File: src/rtl/dma_chan_pkg.sv
package dma_chan_pkg;

    typedef enum logic [1:0] {
        STEP_INC1 = 2'b00,
        STEP_INC2 = 2'b01,
        STEP_DEC1 = 2'b10,
        STEP_DEC2 = 2'b11
    } step_code_e;

    typedef enum logic {
        ST_IDLE = 1'b0,
        ST_RUN  = 1'b1
    } chan_state_e;

    typedef enum logic [2:0] {
        SEL_CTRL     = 3'd0,
        SEL_SRC_NEXT = 3'd1,
        SEL_DST_NEXT = 3'd2,
        SEL_LEN_NEXT = 3'd3,
        SEL_STATUS   = 3'd4,
        SEL_SRC_CUR  = 3'd5,
        SEL_DST_CUR  = 3'd6,
        SEL_LEN_CUR  = 3'd7
    } reg_sel_e;

    localparam int CTRL_W    = 6;
    localparam int STATUS_W  = 8;
    localparam int FLAG_N    = 3;   // sticky flags: 0 tc, 1 ovr, 2 vld
    localparam int BIT_TC    = 0;
    localparam int BIT_OVR   = 1;
    localparam int BIT_CHAC  = 2;
    localparam int BIT_VLD   = 3;

endpackage

File: src/rtl/dma_step_unit.sv
module dma_step_unit
    import dma_chan_pkg::*;
#(
    parameter int W = 16
) (
    input  logic [W-1:0] cur,
    input  step_code_e   code,
    output logic [W-1:0] nxt
);
    localparam logic [W-1:0] ONE = W'(1);
    localparam logic [W-1:0] TWO = W'(2);

    always_comb begin
        unique case (code)
            STEP_INC1: nxt = cur + ONE;
            STEP_INC2: nxt = cur + TWO;
            STEP_DEC1: nxt = cur - ONE;
            STEP_DEC2: nxt = cur - TWO;
        endcase
    end
endmodule

File: src/rtl/dma_chan_seq.sv
module dma_chan_seq
    import dma_chan_pkg::*;
#(
    parameter int W = 16
) (
    input  logic         clk,
    input  logic         rst_n,
    input  logic         enable,
    input  logic         auto_mode,
    input  logic         xfer_strobe,
    input  logic         vld_q,
    input  step_code_e   src_step,
    input  step_code_e   dst_step,
    input  logic [W-1:0] nxt_src,
    input  logic [W-1:0] nxt_dst,
    input  logic [W-1:0] nxt_len,
    output logic [W-1:0] cur_src,
    output logic [W-1:0] cur_dst,
    output logic [W-1:0] cur_len,
    output logic         blk_done,
    output logic         param_copy,
    output logic         chan_active
);
    localparam int PORTS = 2;   // 0 source, 1 destination

    chan_state_e             state_q, state_d;
    logic [PORTS-1:0][W-1:0] addr_q, addr_d, step_out;
    logic [PORTS-1:0][1:0]   code_v;
    logic [W-1:0]            len_q, len_d;
    logic                    accept, last;

    assign code_v[0] = src_step;
    assign code_v[1] = dst_step;

    for (genvar g = 0; g < PORTS; g++) begin : g_step
        dma_step_unit #(.W(W)) u_step (
            .cur  (addr_q[g]),
            .code (step_code_e'(code_v[g])),
            .nxt  (step_out[g])
        );
    end

    assign accept = xfer_strobe && enable && (state_q == ST_RUN);
    assign last   = accept && (len_q == W'(1));

    // next-state and copy decision
    always_comb begin
        state_d    = state_q;
        param_copy = 1'b0;
        unique case (state_q)
            ST_IDLE: begin
                if (enable && vld_q) begin          // START
                    param_copy = 1'b1;
                    state_d    = (nxt_len != '0) ? ST_RUN : ST_IDLE;
                end
            end
            ST_RUN: begin
                if (last) begin
                    if (auto_mode || vld_q) begin   // RELOAD
                        param_copy = 1'b1;
                        state_d    = (nxt_len != '0) ? ST_RUN : ST_IDLE;
                    end else begin                  // FINISH
                        state_d    = ST_IDLE;
                    end
                end
            end
        endcase
    end

    // state register
    always_ff @(posedge clk or negedge rst_n) begin
        if (!rst_n) state_q <= ST_IDLE;
        else        state_q <= state_d;
    end

    // datapath outputs
    always_comb begin
        addr_d = addr_q;
        len_d  = len_q;
        if (param_copy) begin
            addr_d[0] = nxt_src;
            addr_d[1] = nxt_dst;
            len_d     = nxt_len;
        end else if (accept) begin
            addr_d = step_out;
            len_d  = len_q - W'(1);
        end
    end

    always_ff @(posedge clk or negedge rst_n) begin
        if (!rst_n) begin
            addr_q <= '0;
            len_q  <= '0;
        end else begin
            addr_q <= addr_d;
            len_q  <= len_d;
        end
    end

    assign cur_src     = addr_q[0];
    assign cur_dst     = addr_q[1];
    assign cur_len     = len_q;
    assign blk_done    = last;
    assign chan_active = enable && (len_q != '0);

    p_count_dec_r3: assert property (@(posedge clk) disable iff (!rst_n)
        (accept && !param_copy) |=> (len_q == $past(len_q) - W'(1)));

    p_hold_disabled_r3: assert property (@(posedge clk) disable iff (!rst_n)
        (!enable && state_q == ST_RUN) |=> ($stable(len_q) && $stable(addr_q)));

    p_run_nonzero_r4: assert property (@(posedge clk) disable iff (!rst_n)
        (state_q == ST_RUN) == (len_q != '0));

    p_start_copy_r8: assert property (@(posedge clk) disable iff (!rst_n)
        (state_q == ST_IDLE && enable && vld_q) |=>
            (len_q == $past(nxt_len) && addr_q[0] == $past(nxt_src)));

    p_dbl_reload_r9: assert property (@(posedge clk) disable iff (!rst_n)
        (last && !auto_mode && vld_q) |=> (len_q == $past(nxt_len)));

    p_auto_reload_r10: assert property (@(posedge clk) disable iff (!rst_n)
        (last && auto_mode) |=> (addr_q[1] == $past(nxt_dst) && len_q == $past(nxt_len)));
endmodule

File: src/rtl/dma_flag_bank.sv
module dma_flag_bank
    import dma_chan_pkg::*;
(
    input  logic                clk,
    input  logic                rst_n,
    input  logic                blk_done,
    input  logic                param_copy,
    input  logic                auto_mode,
    input  logic                len_wr,
    input  logic                clr_wr,
    input  logic [STATUS_W-1:0] clr_data,
    input  logic                chan_active,
    output logic                vld_q,
    output logic [STATUS_W-1:0] status_byte
);
    logic [FLAG_N-1:0] flag_q, set_v, hwclr_v, swclr_v;

    function automatic int flag_pos(input int idx);
        return (idx == 2) ? BIT_VLD : idx;
    endfunction

    assign set_v[0]   = blk_done;
    assign set_v[1]   = blk_done && (auto_mode ? flag_q[0] : !flag_q[2]);
    assign set_v[2]   = len_wr;
    assign hwclr_v[0] = 1'b0;
    assign hwclr_v[1] = 1'b0;
    assign hwclr_v[2] = param_copy;

    for (genvar g = 0; g < FLAG_N; g++) begin : g_clr
        assign swclr_v[g] = clr_wr && clr_data[flag_pos(g)];
    end

    // set wins over any clear in the same cycle
    always_ff @(posedge clk or negedge rst_n) begin
        if (!rst_n) flag_q <= '0;
        else        flag_q <= set_v | (flag_q & ~(hwclr_v | swclr_v));
    end

    assign vld_q = flag_q[2];
    assign status_byte = {4'b0000, flag_q[2], chan_active, flag_q[1], flag_q[0]};

    p_tc_set_r5: assert property (@(posedge clk) disable iff (!rst_n)
        blk_done |=> status_byte[BIT_TC]);

    p_w1c_tc_r6: assert property (@(posedge clk) disable iff (!rst_n)
        (clr_wr && clr_data[BIT_TC] && !blk_done) |=> !status_byte[BIT_TC]);

    p_w0_keep_r6: assert property (@(posedge clk) disable iff (!rst_n)
        (clr_wr && !clr_data[BIT_OVR] && status_byte[BIT_OVR]) |=> status_byte[BIT_OVR]);

    p_vld_set_r7: assert property (@(posedge clk) disable iff (!rst_n)
        len_wr |=> status_byte[BIT_VLD]);

    p_ovr_dbl_r9: assert property (@(posedge clk) disable iff (!rst_n)
        (blk_done && !auto_mode && !status_byte[BIT_VLD]) |=> status_byte[BIT_OVR]);

    p_ovr_auto_r10: assert property (@(posedge clk) disable iff (!rst_n)
        (blk_done && auto_mode && status_byte[BIT_TC]) |=> status_byte[BIT_OVR]);

    p_set_wins_r11: assert property (@(posedge clk) disable iff (!rst_n)
        (blk_done && clr_wr && clr_data[BIT_TC]) |=> status_byte[BIT_TC]);
endmodule

File: src/rtl/dma_chan_engine.sv
module dma_chan_engine
    import dma_chan_pkg::*;
#(
    parameter int W = 16
) (
    input  logic         clk,
    input  logic         rst_n,
    input  logic         wr_en,
    input  logic [2:0]   wr_sel,
    input  logic [W-1:0] wr_data,
    input  logic [2:0]   rd_sel,
    output logic [W-1:0] rd_data,
    input  logic         xfer_strobe,
    output logic         chan_active,
    output logic         blk_done
);
    logic [CTRL_W-1:0]   ctrl_q;
    logic [W-1:0]        nxt_src, nxt_dst, nxt_len;
    logic [W-1:0]        cur_src, cur_dst, cur_len;
    logic [STATUS_W-1:0] status_byte;
    logic                vld_q, param_copy, len_wr, clr_wr;

    assign len_wr = wr_en && (reg_sel_e'(wr_sel) == SEL_LEN_NEXT);
    assign clr_wr = wr_en && (reg_sel_e'(wr_sel) == SEL_STATUS);

    always_ff @(posedge clk or negedge rst_n) begin
        if (!rst_n) begin
            ctrl_q  <= '0;
            nxt_src <= '0;
            nxt_dst <= '0;
            nxt_len <= '0;
        end else if (wr_en) begin
            unique case (reg_sel_e'(wr_sel))
                SEL_CTRL:     ctrl_q  <= wr_data[CTRL_W-1:0];
                SEL_SRC_NEXT: nxt_src <= wr_data;
                SEL_DST_NEXT: nxt_dst <= wr_data;
                SEL_LEN_NEXT: nxt_len <= wr_data;
                default:      ;
            endcase
        end
    end

    dma_chan_seq #(.W(W)) u_seq (
        .clk         (clk),
        .rst_n       (rst_n),
        .enable      (ctrl_q[0]),
        .auto_mode   (ctrl_q[1]),
        .xfer_strobe (xfer_strobe),
        .vld_q       (vld_q),
        .src_step    (step_code_e'(ctrl_q[3:2])),
        .dst_step    (step_code_e'(ctrl_q[5:4])),
        .nxt_src     (nxt_src),
        .nxt_dst     (nxt_dst),
        .nxt_len     (nxt_len),
        .cur_src     (cur_src),
        .cur_dst     (cur_dst),
        .cur_len     (cur_len),
        .blk_done    (blk_done),
        .param_copy  (param_copy),
        .chan_active (chan_active)
    );

    dma_flag_bank u_flags (
        .clk         (clk),
        .rst_n       (rst_n),
        .blk_done    (blk_done),
        .param_copy  (param_copy),
        .auto_mode   (ctrl_q[1]),
        .len_wr      (len_wr),
        .clr_wr      (clr_wr),
        .clr_data    (wr_data[STATUS_W-1:0]),
        .chan_active (chan_active),
        .vld_q       (vld_q),
        .status_byte (status_byte)
    );

    always_comb begin
        unique case (reg_sel_e'(rd_sel))
            SEL_CTRL:     rd_data = W'(ctrl_q);
            SEL_SRC_NEXT: rd_data = nxt_src;
            SEL_DST_NEXT: rd_data = nxt_dst;
            SEL_LEN_NEXT: rd_data = nxt_len;
            SEL_STATUS:   rd_data = W'(status_byte);
            SEL_SRC_CUR:  rd_data = cur_src;
            SEL_DST_CUR:  rd_data = cur_dst;
            SEL_LEN_CUR:  rd_data = cur_len;
        endcase
    end

    p_chac_match_r4: assert property (@(posedge clk) disable iff (!rst_n)
        status_byte[BIT_CHAC] == chan_active);
endmodule

File: config.mk
export PLATFORM = sky130hd
export DESIGN_NAME = dma_chan_engine
export DESIGN_NICKNAME = d
export VERILOG_FILES = /design/src/rtl/dma_chan_pkg.sv /design/src/rtl/dma_step_unit.sv /design/src/rtl/dma_chan_seq.sv /design/src/rtl/dma_flag_bank.sv /design/src/rtl/dma_chan_engine.sv
export SDC_FILE = /design/constraint.sdc
export NUM_CORES = 1
export LEC_CHECK = 0
export BUFFER_PORTS_ARGS = -buffer_cell sky130_fd_sc_hd__buf_2
export CORE_UTILIZATION = 50
export DETAILED_ROUTE_END_ITERATION = 16
export GPL_TIMING_DRIVEN = 1
export PLACE_DENSITY = 0.77
export RECOVER_POWER = 100
export SYNTH_ARGS = -nofsm -noshare
export SYNTH_HDL_FRONTEND = slang
export SYNTH_SLANG_ARGS = --single-unit
File: constraint.sdc
create_clock -name clk -period 3.2 [get_ports clk]
set_input_delay 0.64 -clock clk [delete_from_list [all_inputs] [get_ports clk]]
set_output_delay 0.64 -clock clk [all_outputs]
set_load 0.05 [all_outputs]
==> impl_metrics.py, run 1 <==
metrics = {
    "routing": {
        "wirelength_um": 23700,
        "vias": 7435,
        "via_per_inst": 6.64,
        "drt_iter0_drc": 843,
        "dr.pass1.iters": 5,
        "ant_nets": 0,
        "drc": 0,
        "wire_per_inst_um": 21.2,
    },
    "synthesis": {
        "synth_flop_cell": "dfrtp_1",
        "yosysSeqAreaShare": 0.340,
        "ys_ff_latch": 106,
        "synth_warnings": 0,
        "synthTopCellsByArea": "dfrtp_1 34%, mux2_2 7.9%, o21ai_0 5.5%, nand2_1 5.3%, mux2i_1 3.7%",
        "synth_commonest_cells": "111 x nand2_1, 106 x dfrtp_1, 86 x o21ai_0",
        "syn_area_mm2": 0.00780,
        "yosys.cell_types.count": 79,
        "synth_cells": 912,
        "synth_nets": 945,
        "yosys.area.top_type": "dfrtp_1",
        "avgSynthCellArea_um2": 8.55,
        "synth_most_common_cell": "nand2_1",
        "async_flop_share": 1.00,
        "synth_edf_count": 0,
        "yosysTopAreaCellShare": 0.340,
    },
    "timing": {
        "final.min_clock_period_ps": 3040,
        "setup-violations-final": 0,
        "worst_slew_pin_slew_ps": 1380,
        "fmax_mhz": 329,
        "slew_violations": 0,
        "clock_skew_ps": 6.35,
        "rsz0062_at_grt": "false",
        "finalHoldViolations": 0,
        "max_slew_margin": 0.0784,
        "final.period_utilization": 0.950,
        "tns_ps": 0,
    },
    "cts": {
        "h-tree-depth": 3,
        "cts_root_buf": "clkbuf_16",
        "postCtsSetupBuffers": 0,
        "tritoncts": "yes",
        "cts.sinks": 106,
        "cts_buffers": 9,
        "cts_resized": 0,
        "clk_latency_ps": 350,
        "holdBufCountCts": 0,
        "clk_pin_slew_worst_paths_ps": 70,
        "clk_path_buf_depth": 2,
    },
    "grt": {
        "grt_pass1_wl_um": 37400,
        "grt_pass1_vias": 6787,
        "grtUsageTotal": 0.301,
        "grt_overflow": 0,
        "grt_start_max_net_pins": 56,
        "antenna_found_initial": 0,
    },
    "min_path": {
        "hold_path.class": "in2async",
    },
    "power_and_ir_drop": {
        "switching_share": 0.471,
        "power.switching_w": 0.00302,
        "combPwrFrac": 0.423,
        "p_leak_nw": 3.30,
        "power_frac_seq": 0.410,
        "power_density_mw_per_mm2": 762,
        "p_int_w": 0.00340,
        "ir_drop_mv": 0.739,
        "p_clk_frac": 0.168,
    },
    "worst_setup_path": {
        "cpPeakStageDelay_ps": 490,
        "crit_fanout": 22,
        "slowest_stage": "clkbuf_1",
        "worstSetupEndpointType": "output pin",
        "cpMostUsedCell": "nor2_1",
        "cp-start-kind": "primary input",
        "cp_num_buf_inv": 3,
        "crit_type": "in2out",
        "arrival_ps": 2400,
        "critPathRequiredTime_ps": 2560,
        "critical-path-top-delay-family": "buffers and inverters",
        "path_cells": "clkbuf_2 -> inv_1 -> nor2_1 -> a221oi_1 -> nor2_1 -> clkbuf_1",
    },
    "die": {
        "die_area_mm2": 0.0161,
        "die_h_um": 127,
        "pin_count": 44,
        "start_util": 0.513,
        "design.core.area_mm2": 0.0152,
        "fp-row-count": 45,
        "die_w_um": 127,
    },
    "finish": {
        "n_antenna_cell": 0,
        "multiInputGateArea_mm2": 0.00472,
        "syn_to_final_growth_pct": 7.99,
        "nets": 959,
        "finish.utilization": 0.554,
        "nFillCells": 1361,
        "drive_above_1_share": 0.173,
        "seqCellArea_mm2": 0.00265,
        "fin_area_mm2": 0.00842,
    },
    "placed_design": {
        "postPlaceCellArea_mm2": 0.00820,
        "portBuffers": 43,
        "gp_congestion": 0.981,
        "dpl.hpwl_um": 17600,
    },
    "run_status": {
        "status": "complete, no violations",
    },
    "job": {
        "maxCapViolCount": 0,
    },
}
-- metal layers --
layer | up-vias | wire (µm) | GRT usage
met5 | - | 0 | 0
met4 | 0 | 689 | 0.0973
met3 | 61 | 2280 | 0.0595
met2 | 403 | 10800 | 0.468
met1 | 3586 | 10000 | 0.421
li1 | 3385 | - | -
-- logic make-up (layout without fill, tap and decap cells) --
kind of cell	count (synthesis)	after routing	share of synthesized area
and+or+nand+nor	331	331	0.214
AOI/OAI and AO/OA	244	244	0.203
DFF	106	106	0.340
buffers and inverters	94	113	0.0529
muxes	90	90	0.134
xor gates and xnor gates	40	40	0.0449
adders and majority gates	7	7	0.0112
-- sequential cells by signal (all words and copies together), names as in the netlist --
| register | count |
|---|---|
| nxt_len | 16 |
| u_flags.flag_q | 3 |
| u_seq.cur_len | 16 |
| ctrl_q | 6 |
| u_seq.state_q | 1 |
| u_seq.cur_src | 16 |
| u_seq.cur_dst | 16 |
| nxt_dst | 16 |
| nxt_src | 16 |
-- final timing paths --
| check | slack [ps] | endpoint | start | depth (start not counted) |
|---|---|---|---|---|
| max | 160 | rd_data[11] | rd_sel[1] | 6 |
| min | 340 | nxt_len[10] | rst_n | 1 |
| max reg2reg | 280 | u_seq.cur_dst[14] | ctrl_q[5] | 8 |
| min reg2reg | 500 | u_seq.cur_dst[5] | nxt_dst[5] | 2 |
| max in group asynchronous | 1030 | nxt_src[2] | rst_n | 2 |
| min in group clk | 500 | u_seq.cur_dst[5] | nxt_dst[5] | 2 |
-- layout by cell type (no fill, tap or decap), drive strengths merged, types with 6 or more instances in the layout --
master / Yosys / layout
nand2: 111 / 111
dfrtp: 106 / 106
o21ai: 95 / 95
nor2: 66 / 66
mux2: 55 / 55
buf: 26 / 54
a21oi: 43 / 43
clkbuf: 49 / 33
nor3: 31 / 31
mux2i: 29 / 29
xnor2: 26 / 26
nor4: 24 / 24
nand3: 20 / 20
inv: 18 / 20
xor2: 14 / 14
o31ai: 12 / 12
nand4: 12 / 12
a31oi: 10 / 10
and2: 9 / 9
nand2b: 9 / 9
a221o: 7 / 7
nor2b: 7 / 7
nor3b: 7 / 7
ha: 7 / 7
mux4: 6 / 6
nand3b: 6 / 6
or4: 6 / 6
a221oi: 6 / 6
or3: 6 / 6
-- power by group through the flow --
stage / Sequential, W / Combinational (W) / Clock [W]
global route: 0.00268 / 0.00297 / 0.00113
global placement: 0.00259 / 0.00262 / 0
finish: 0.00263 / 0.00271 / 0.00108
detailed placement: 0.00260 / 0.00267 / 0
CTS: 0.00258 / 0.00269 / 0.00108
floorplan: 0.00207 / 0.00233 / 0
-- metrics by stage --
stage                     std cells  worst slack [ps]  hold WS (ps)  total power (W)
final                          1119               161           341          0.00642
after global routing           1119              75.6           407          0.00678
after CTS                      1119               195           137          0.00635
after detailed placement       1103               410           466          0.00527
after global placement         1103               449           467          0.00521
after floorplan                 912               115           344          0.00440
-- layout make-up --
| cell class | instances | area share |
|---|---|---|
| Clock buffer | 9 | 0.0267 |
| Clock inverter | 7 | 0.00743 |
| Inverter | 19 | 0.00847 |
| Multi-Input combinational cell | 712 | 0.560 |
| Sequential cell | 106 | 0.315 |
| Tap cell | 188 | 0.0279 |
| Timing Repair Buffer | 78 | 0.0541 |
Note: power is estimated with default switching activity, not from simulation.
==> run 2, diff against run 1 <==
--- a/config.mk
+++ b/config.mk
@@ -6,10 +6,12 @@
 export NUM_CORES = 1
 export LEC_CHECK = 0
 export BUFFER_PORTS_ARGS = -buffer_cell sky130_fd_sc_hd__buf_2
-export CORE_UTILIZATION = 50
+export CELL_PAD_IN_SITES_DETAIL_PLACEMENT = 0
+export CELL_PAD_IN_SITES_GLOBAL_PLACEMENT = 1
+export CORE_UTILIZATION = 48
 export DETAILED_ROUTE_END_ITERATION = 16
 export GPL_TIMING_DRIVEN = 1
-export PLACE_DENSITY = 0.77
+export PLACE_DENSITY = 0.92
 export RECOVER_POWER = 100
 export SYNTH_ARGS = -nofsm -noshare
 export SYNTH_HDL_FRONTEND = slang
==> run 2 against run 1 <==
Effect of this change: final area up 0.82%; via count down 2.0%; critical path depth unchanged; maximum frequency down 0.53%; clock skew up 2.4 ps; count of clock-buffer cells in the layout up 2; routed wire length down 0.35%; critical path type is now reg2out.
==> impl_metrics.py, run 2 (synthesized netlist as in run 1, its figures left out) <==
metrics = {
    "run_status": {
        "status": "complete, no violations",
    },
    "power_and_ir_drop": {
        "power_w": 0.00653,
        "power_density_mw_per_mm2": 769,
        "ir_drop_mv": 0.383,
        "p_leak_nw": 3.32,
    },
    "worst_setup_path": {
        "crit_type": "reg2out",
        "crit_fanout": 5,
        "cpPeakStageDelay_ps": 450,
        "cp_num_buf_inv": 1,
        "path_cells": "or3_4 -> nor4_4 -> a41oi_1 -> a21boi_0 -> nor2_1 -> clkbuf_2",
        "critical-path-top-delay-family": "simple AND/OR/NAND/NOR gates",
        "slowest_stage": "or3_4",
        "worstSetupEndpointType": "output pin",
        "cp-start-kind": "flip-flop",
        "arrival_ps": 2410,
        "critPathRequiredTime_ps": 2560,
    },
    "grt": {
        "antenna_found_initial": 0,
        "grt_pass1_wl_um": 37700,
        "grtUsageTotal": 0.297,
        "grt_start_max_net_pins": 60,
        "grt_pass1_vias": 6760,
        "grt_overflow": 0,
    },
    "finish": {
        "nets": 956,
        "syn_to_final_growth_pct": 8.87,
        "finish.utilization": 0.535,
        "n_antenna_cell": 0,
        "most-common-layout-cells": "111 x nand2_1, 106 x dfrtp_1, 91 x o21ai_0",
        "drive_above_1_share": 0.169,
        "final_common_cell": "nand2_1",
        "nFillCells": 1534,
    },
    "timing": {
        "tns_ps": 0,
        "fmax_mhz": 327,
        "rsz0062_at_grt": "false",
        "finalHoldViolations": 0,
        "clock_skew_ps": 8.70,
        "final.min_clock_period_ps": 3050,
        "final.period_utilization": 0.955,
        "slew_violations": 0,
        "max_slew_margin": 0.0253,
        "worst_slew_pin_slew_ps": 1460,
        "setup-violations-final": 0,
    },
    "routing": {
        "drt_iter0_drc": 931,
        "vias": 7288,
        "wirelength_um": 23600,
        "ant_nets": 0,
        "drc": 0,
        "via_per_inst": 6.37,
        "wire_per_inst_um": 20.7,
        "dr.pass1.iters": 5,
    },
    "job": {
        "maxCapViolCount": 0,
    },
    "cts": {
        "holdBufCountCts": 0,
        "cts_buffers": 9,
        "cts.sinks": 106,
        "tritoncts": "yes",
        "h-tree-depth": 3,
        "cts_resized": 0,
        "cts_root_buf": "clkbuf_16",
        "clk_latency_ps": 350,
        "clk_pin_slew_worst_paths_ps": 70,
        "clk_path_buf_depth": 2,
        "postCtsSetupBuffers": 0,
    },
    "min_path": {
        "hold_path.class": "reg2reg",
    },
    "die": {
        "start_util": 0.491,
        "die_h_um": 129,
        "pin_count": 44,
        "die_w_um": 129,
        "design.core.area_mm2": 0.0159,
        "fp-row-count": 46,
        "die_area_mm2": 0.0168,
    },
    "placed_design": {
        "dpl.hpwl_um": 17300,
        "gp_congestion": 0.950,
        "portBuffers": 43,
    },
}
## run 2: cell count changes in the layout (fill, tap and decap cells not counted), sizes merged
cell      change
clkinvlp      -1
bufinv        +2
inv           -1
clkinv        -2
buf           -2
clkbuf        +1
## run 2: per-layer routing
metal | vias up | share of wire | wire [µm] | track usage
li1 | 3380 | - | - | -
met1 | 3542 | 0.44 | 10400 | 0.419
met2 | 316 | 0.46 | 10900 | 0.463
met3 | 50 | 0.070 | 1650 | 0.0351
met4 | 0 | 0.033 | 775 | 0.124
met5 | - | 0 | 0 | 0
## run 2: worst reg2reg max path, stage by stage (launching register included)
cell and delay, ps:
dfrtp_1 440, or3_4 450, nor4_4 330, nand4_4 230, o31ai_1 490, clkbuf_2 510, o21ai_0 210
## run 2: report_power, final
| group | total [W] | switching (W) | leakage [nW] | internal (W) |
|---|---|---|---|---|
| registers | 0.00265 | 0.000905 | 1.28 | 0.00175 |
| clock network | 0.00124 | 0.000501 | 0.168 | 0.000734 |
| logic | 0.00264 | 0.00155 | 1.87 | 0.00109 |
## run 2: path summary, 6_finish.rpt
path	to	start	cells after the start	slack, ps
setup / recovery	rd_data[2]	u_seq.cur_len[3]	6	150
hold reg to reg	u_seq.cur_dst[5]	nxt_dst[5]	2	480
min in group asynchronous	u_seq.cur_len[8]	rst_n	1	510
max in group asynchronous	u_seq.cur_src[14]	rst_n	2	660
hold / removal	u_seq.cur_dst[5]	nxt_dst[5]	2	480
setup reg to reg	u_seq.cur_len[3]	u_seq.cur_len[3]	6	410
## run 2: area by class of cell
class                           instances  area, µm²  area share
Clock inverter                          5       85.1      0.0100
Inverter                               19       71.3     0.00840
Timing Repair Buffer                   75        437      0.0514
Multi-Input combinational cell        712       4720       0.556
Tap cell                              216        270      0.0318
Sequential cell                       106       2650       0.312
Clock buffer                           11        253      0.0298
## run 2: metrics by stage
| stage | std cells | setup WS (ps) | cell area [µm²] | hold slack, ps |
|---|---|---|---|---|
| floorplan | 912 | 115 | 7800 | 344 |
| global placement | 1128 | 400 | 8210 | 469 |
| detailed placement | 1128 | 328 | 8210 | 473 |
| CTS | 1144 | 148 | 8550 | 319 |
| global route | 1144 | 44.2 | 8490 | 515 |
| finish | 1144 | 145 | 8490 | 484 |
==> run 3, diff against run 2 <==
--- a/config.mk
+++ b/config.mk
@@ -13,6 +13,7 @@
 export GPL_TIMING_DRIVEN = 1
 export PLACE_DENSITY = 0.92
 export RECOVER_POWER = 100
+export SETUP_SLACK_MARGIN = 0.3
 export SYNTH_ARGS = -nofsm -noshare
 export SYNTH_HDL_FRONTEND = slang
 export SYNTH_SLANG_ARGS = --single-unit
==> run 3 against run 2 <==
Effect of this change: the flow now finishes with violations (capacitance limit, slew limit); non-clock buffer count up 3; final area up 0.15%; power down 0.66%; utilization up 0.079 points; global-route usage down 0.066 points; worst hold slack better by 31 ps; maximum frequency up 1.4%; combinational power up 2%; largest cell class unchanged; largest power group is now combinational cells; highest routed layer unchanged.
==> impl_metrics.py, run 3 (synthesized netlist as in run 1, its figures left out) <==
metrics = {
    "run_status": {
        "status": "complete, but fails checks",
        "failed_checks": "capacitance limit, slew limit",
    },
    "power_and_ir_drop": {
        "power_density_mw_per_mm2": 762,
        "ir_drop_mv": 0.409,
        "power_w": 0.00648,
        "p_leak_nw": 3.31,
    },
    "die": {
        "design.core.area_mm2": 0.0159,
        "start_util": 0.491,
        "fp-row-count": 46,
        "die_w_um": 129,
        "pin_count": 44,
        "die_h_um": 129,
        "die_area_mm2": 0.0168,
    },
    "min_path": {
        "hold_path.class": "reg2reg",
        "hold_depth": 2,
    },
    "placed_design": {
        "dp_slack_ps": 404,
        "gp_congestion": 0.911,
        "numPlacedInstances": 1128,
        "portBuffers": 43,
        "dpl.hpwl_um": 17300,
    },
    "grt": {
        "grt_pass1_wl_um": 38000,
        "grt_pass1_vias": 6826,
        "grtUsageTotal": 0.296,
        "grt_overflow": 0,
        "grt_start_max_net_pins": 67,
        "antenna_found_initial": 0,
    },
    "timing": {
        "rsz0062_at_grt": "true",
        "final.period_utilization": 0.942,
        "slew_violations": 41,
        "finalHoldViolations": 0,
        "finalWorstSetupSlack_ps": 187,
        "tns_ps": 0,
        "fmax_mhz": 332,
        "max_slew_margin": -0.486,
        "final.min_clock_period_ps": 3010,
        "setup-violations-final": 0,
        "worst_slew_pin_slew_ps": 2230,
        "clock_skew_ps": 7.98,
    },
    "finish": {
        "most-common-layout-cells": "111 x nand2_1, 106 x dfrtp_1, 89 x o21ai_0",
        "n_antenna_cell": 0,
        "instances_no_fill": 1147,
        "syn_to_final_growth_pct": 9.03,
        "nets": 959,
        "drive_above_1_share": 0.172,
        "final_common_cell": "nand2_1",
        "multiInputGateArea_mm2": 0.00475,
        "seqCellArea_mm2": 0.00265,
        "nFillCells": 1532,
    },
    "worst_setup_path": {
        "critPathRequiredTime_ps": 2560,
        "crit_fanout": 6,
        "rr_worst_depth": 8,
        "crit_type": "reg2out",
        "cp-start-kind": "flip-flop",
        "worstSetupEndpointType": "output pin",
        "arrival_ps": 2370,
    },
    "cts": {
        "cts_buffers": 9,
        "tritoncts": "yes",
        "clk_pin_slew_worst_paths_ps": 70,
        "clk_latency_ps": 350,
        "cts.sinks": 106,
        "cts_root_buf": "clkbuf_16",
        "h-tree-depth": 3,
        "clk_path_buf_depth": 2,
    },
    "routing": {
        "ant_nets": 0,
        "drc": 0,
        "via_per_inst": 6.42,
        "vias": 7359,
        "drt_iter0_drc": 811,
        "wire_per_inst_um": 20.7,
        "dr.pass1.iters": 5,
        "wirelength_um": 23700,
    },
    "job": {
        "maxCapViolCount": 1,
    },
}
## run 3: cell count changes in the layout (fill, tap and decap cells not counted), sizes merged
cell,delta
buf,+4
clkinvlp,+1
inv,+1
bufinv,-1
clkbuf,-1
clkinv,-1
## run 3: per-stage QoR
| stage | cell area (µm²) | util | hold slack [ps] |
|---|---|---|---|
| after floorplan | 7820 | - | 344 |
| after global routing | 8500 | 0.535 | 555 |
| after CTS | 8560 | 0.539 | 279 |
| after detailed placement | 8220 | 0.517 | 482 |
| after global placement | 8220 | 0.517 | 480 |
| final | 8500 | 0.535 | 515 |
## run 3: critical path, stage by stage, from the launching register on
cell and delay, ps:
dfrtp_1 460, or4_4 560, nor2_1 300, a41oi_2 220, a21boi_1 180, nor2_1 80
buf_2 210
## run 3: final timing paths
check	start	endpoint	slack, ps
setup / recovery	u_seq.cur_len[11]	rd_data[2]	190
hold / removal	nxt_dst[1]	u_seq.cur_dst[1]	520
setup reg to reg	u_seq.cur_len[11]	u_seq.cur_src[3]	330
hold reg to reg	nxt_dst[1]	u_seq.cur_dst[1]	520
max in group asynchronous	rst_n	nxt_dst[6]	980
min in group asynchronous	rst_n	u_seq.cur_len[9]	940
## run 3: what timing repair did
item                                    CTS  global route
pin swaps                                 2             2
buffers inserted                          3             0
endpoints found under the setup margin    2             4
resized for setup                         4             5
hold buffers                              0             0
## run 3: report_power, final
group / internal, W / leakage [nW] / total, W / switching (W)
clock: 0.000634 / 0.147 / 0.00115 / 0.000519
sequential: 0.00175 / 1.28 / 0.00264 / 0.000894
combinational: 0.00111 / 1.88 / 0.00269 / 0.00158
total: 0.00349 / 3.31 / 0.00648 / 0.00299
## run 3: area by class of cell
| class | count | share of cell area |
|---|---|---|
| Clock inverter | 5 | 0.00706 |
| Sequential cell | 106 | 0.312 |
| Tap cell | 216 | 0.0318 |
| Timing Repair Buffer | 78 | 0.0540 |
| Multi-Input combinational cell | 712 | 0.558 |
| Clock buffer | 11 | 0.0285 |
| Inverter | 19 | 0.00839 |
## run 3: per-layer routing
metal  vias to the layer above  part of all wire  track usage
met2                       363              0.45        0.452
met5                         -                 0            0
li1                       3374                 -            -
met3                        53             0.079       0.0384
met1                      3569              0.44        0.433
met4                         0             0.030       0.0992
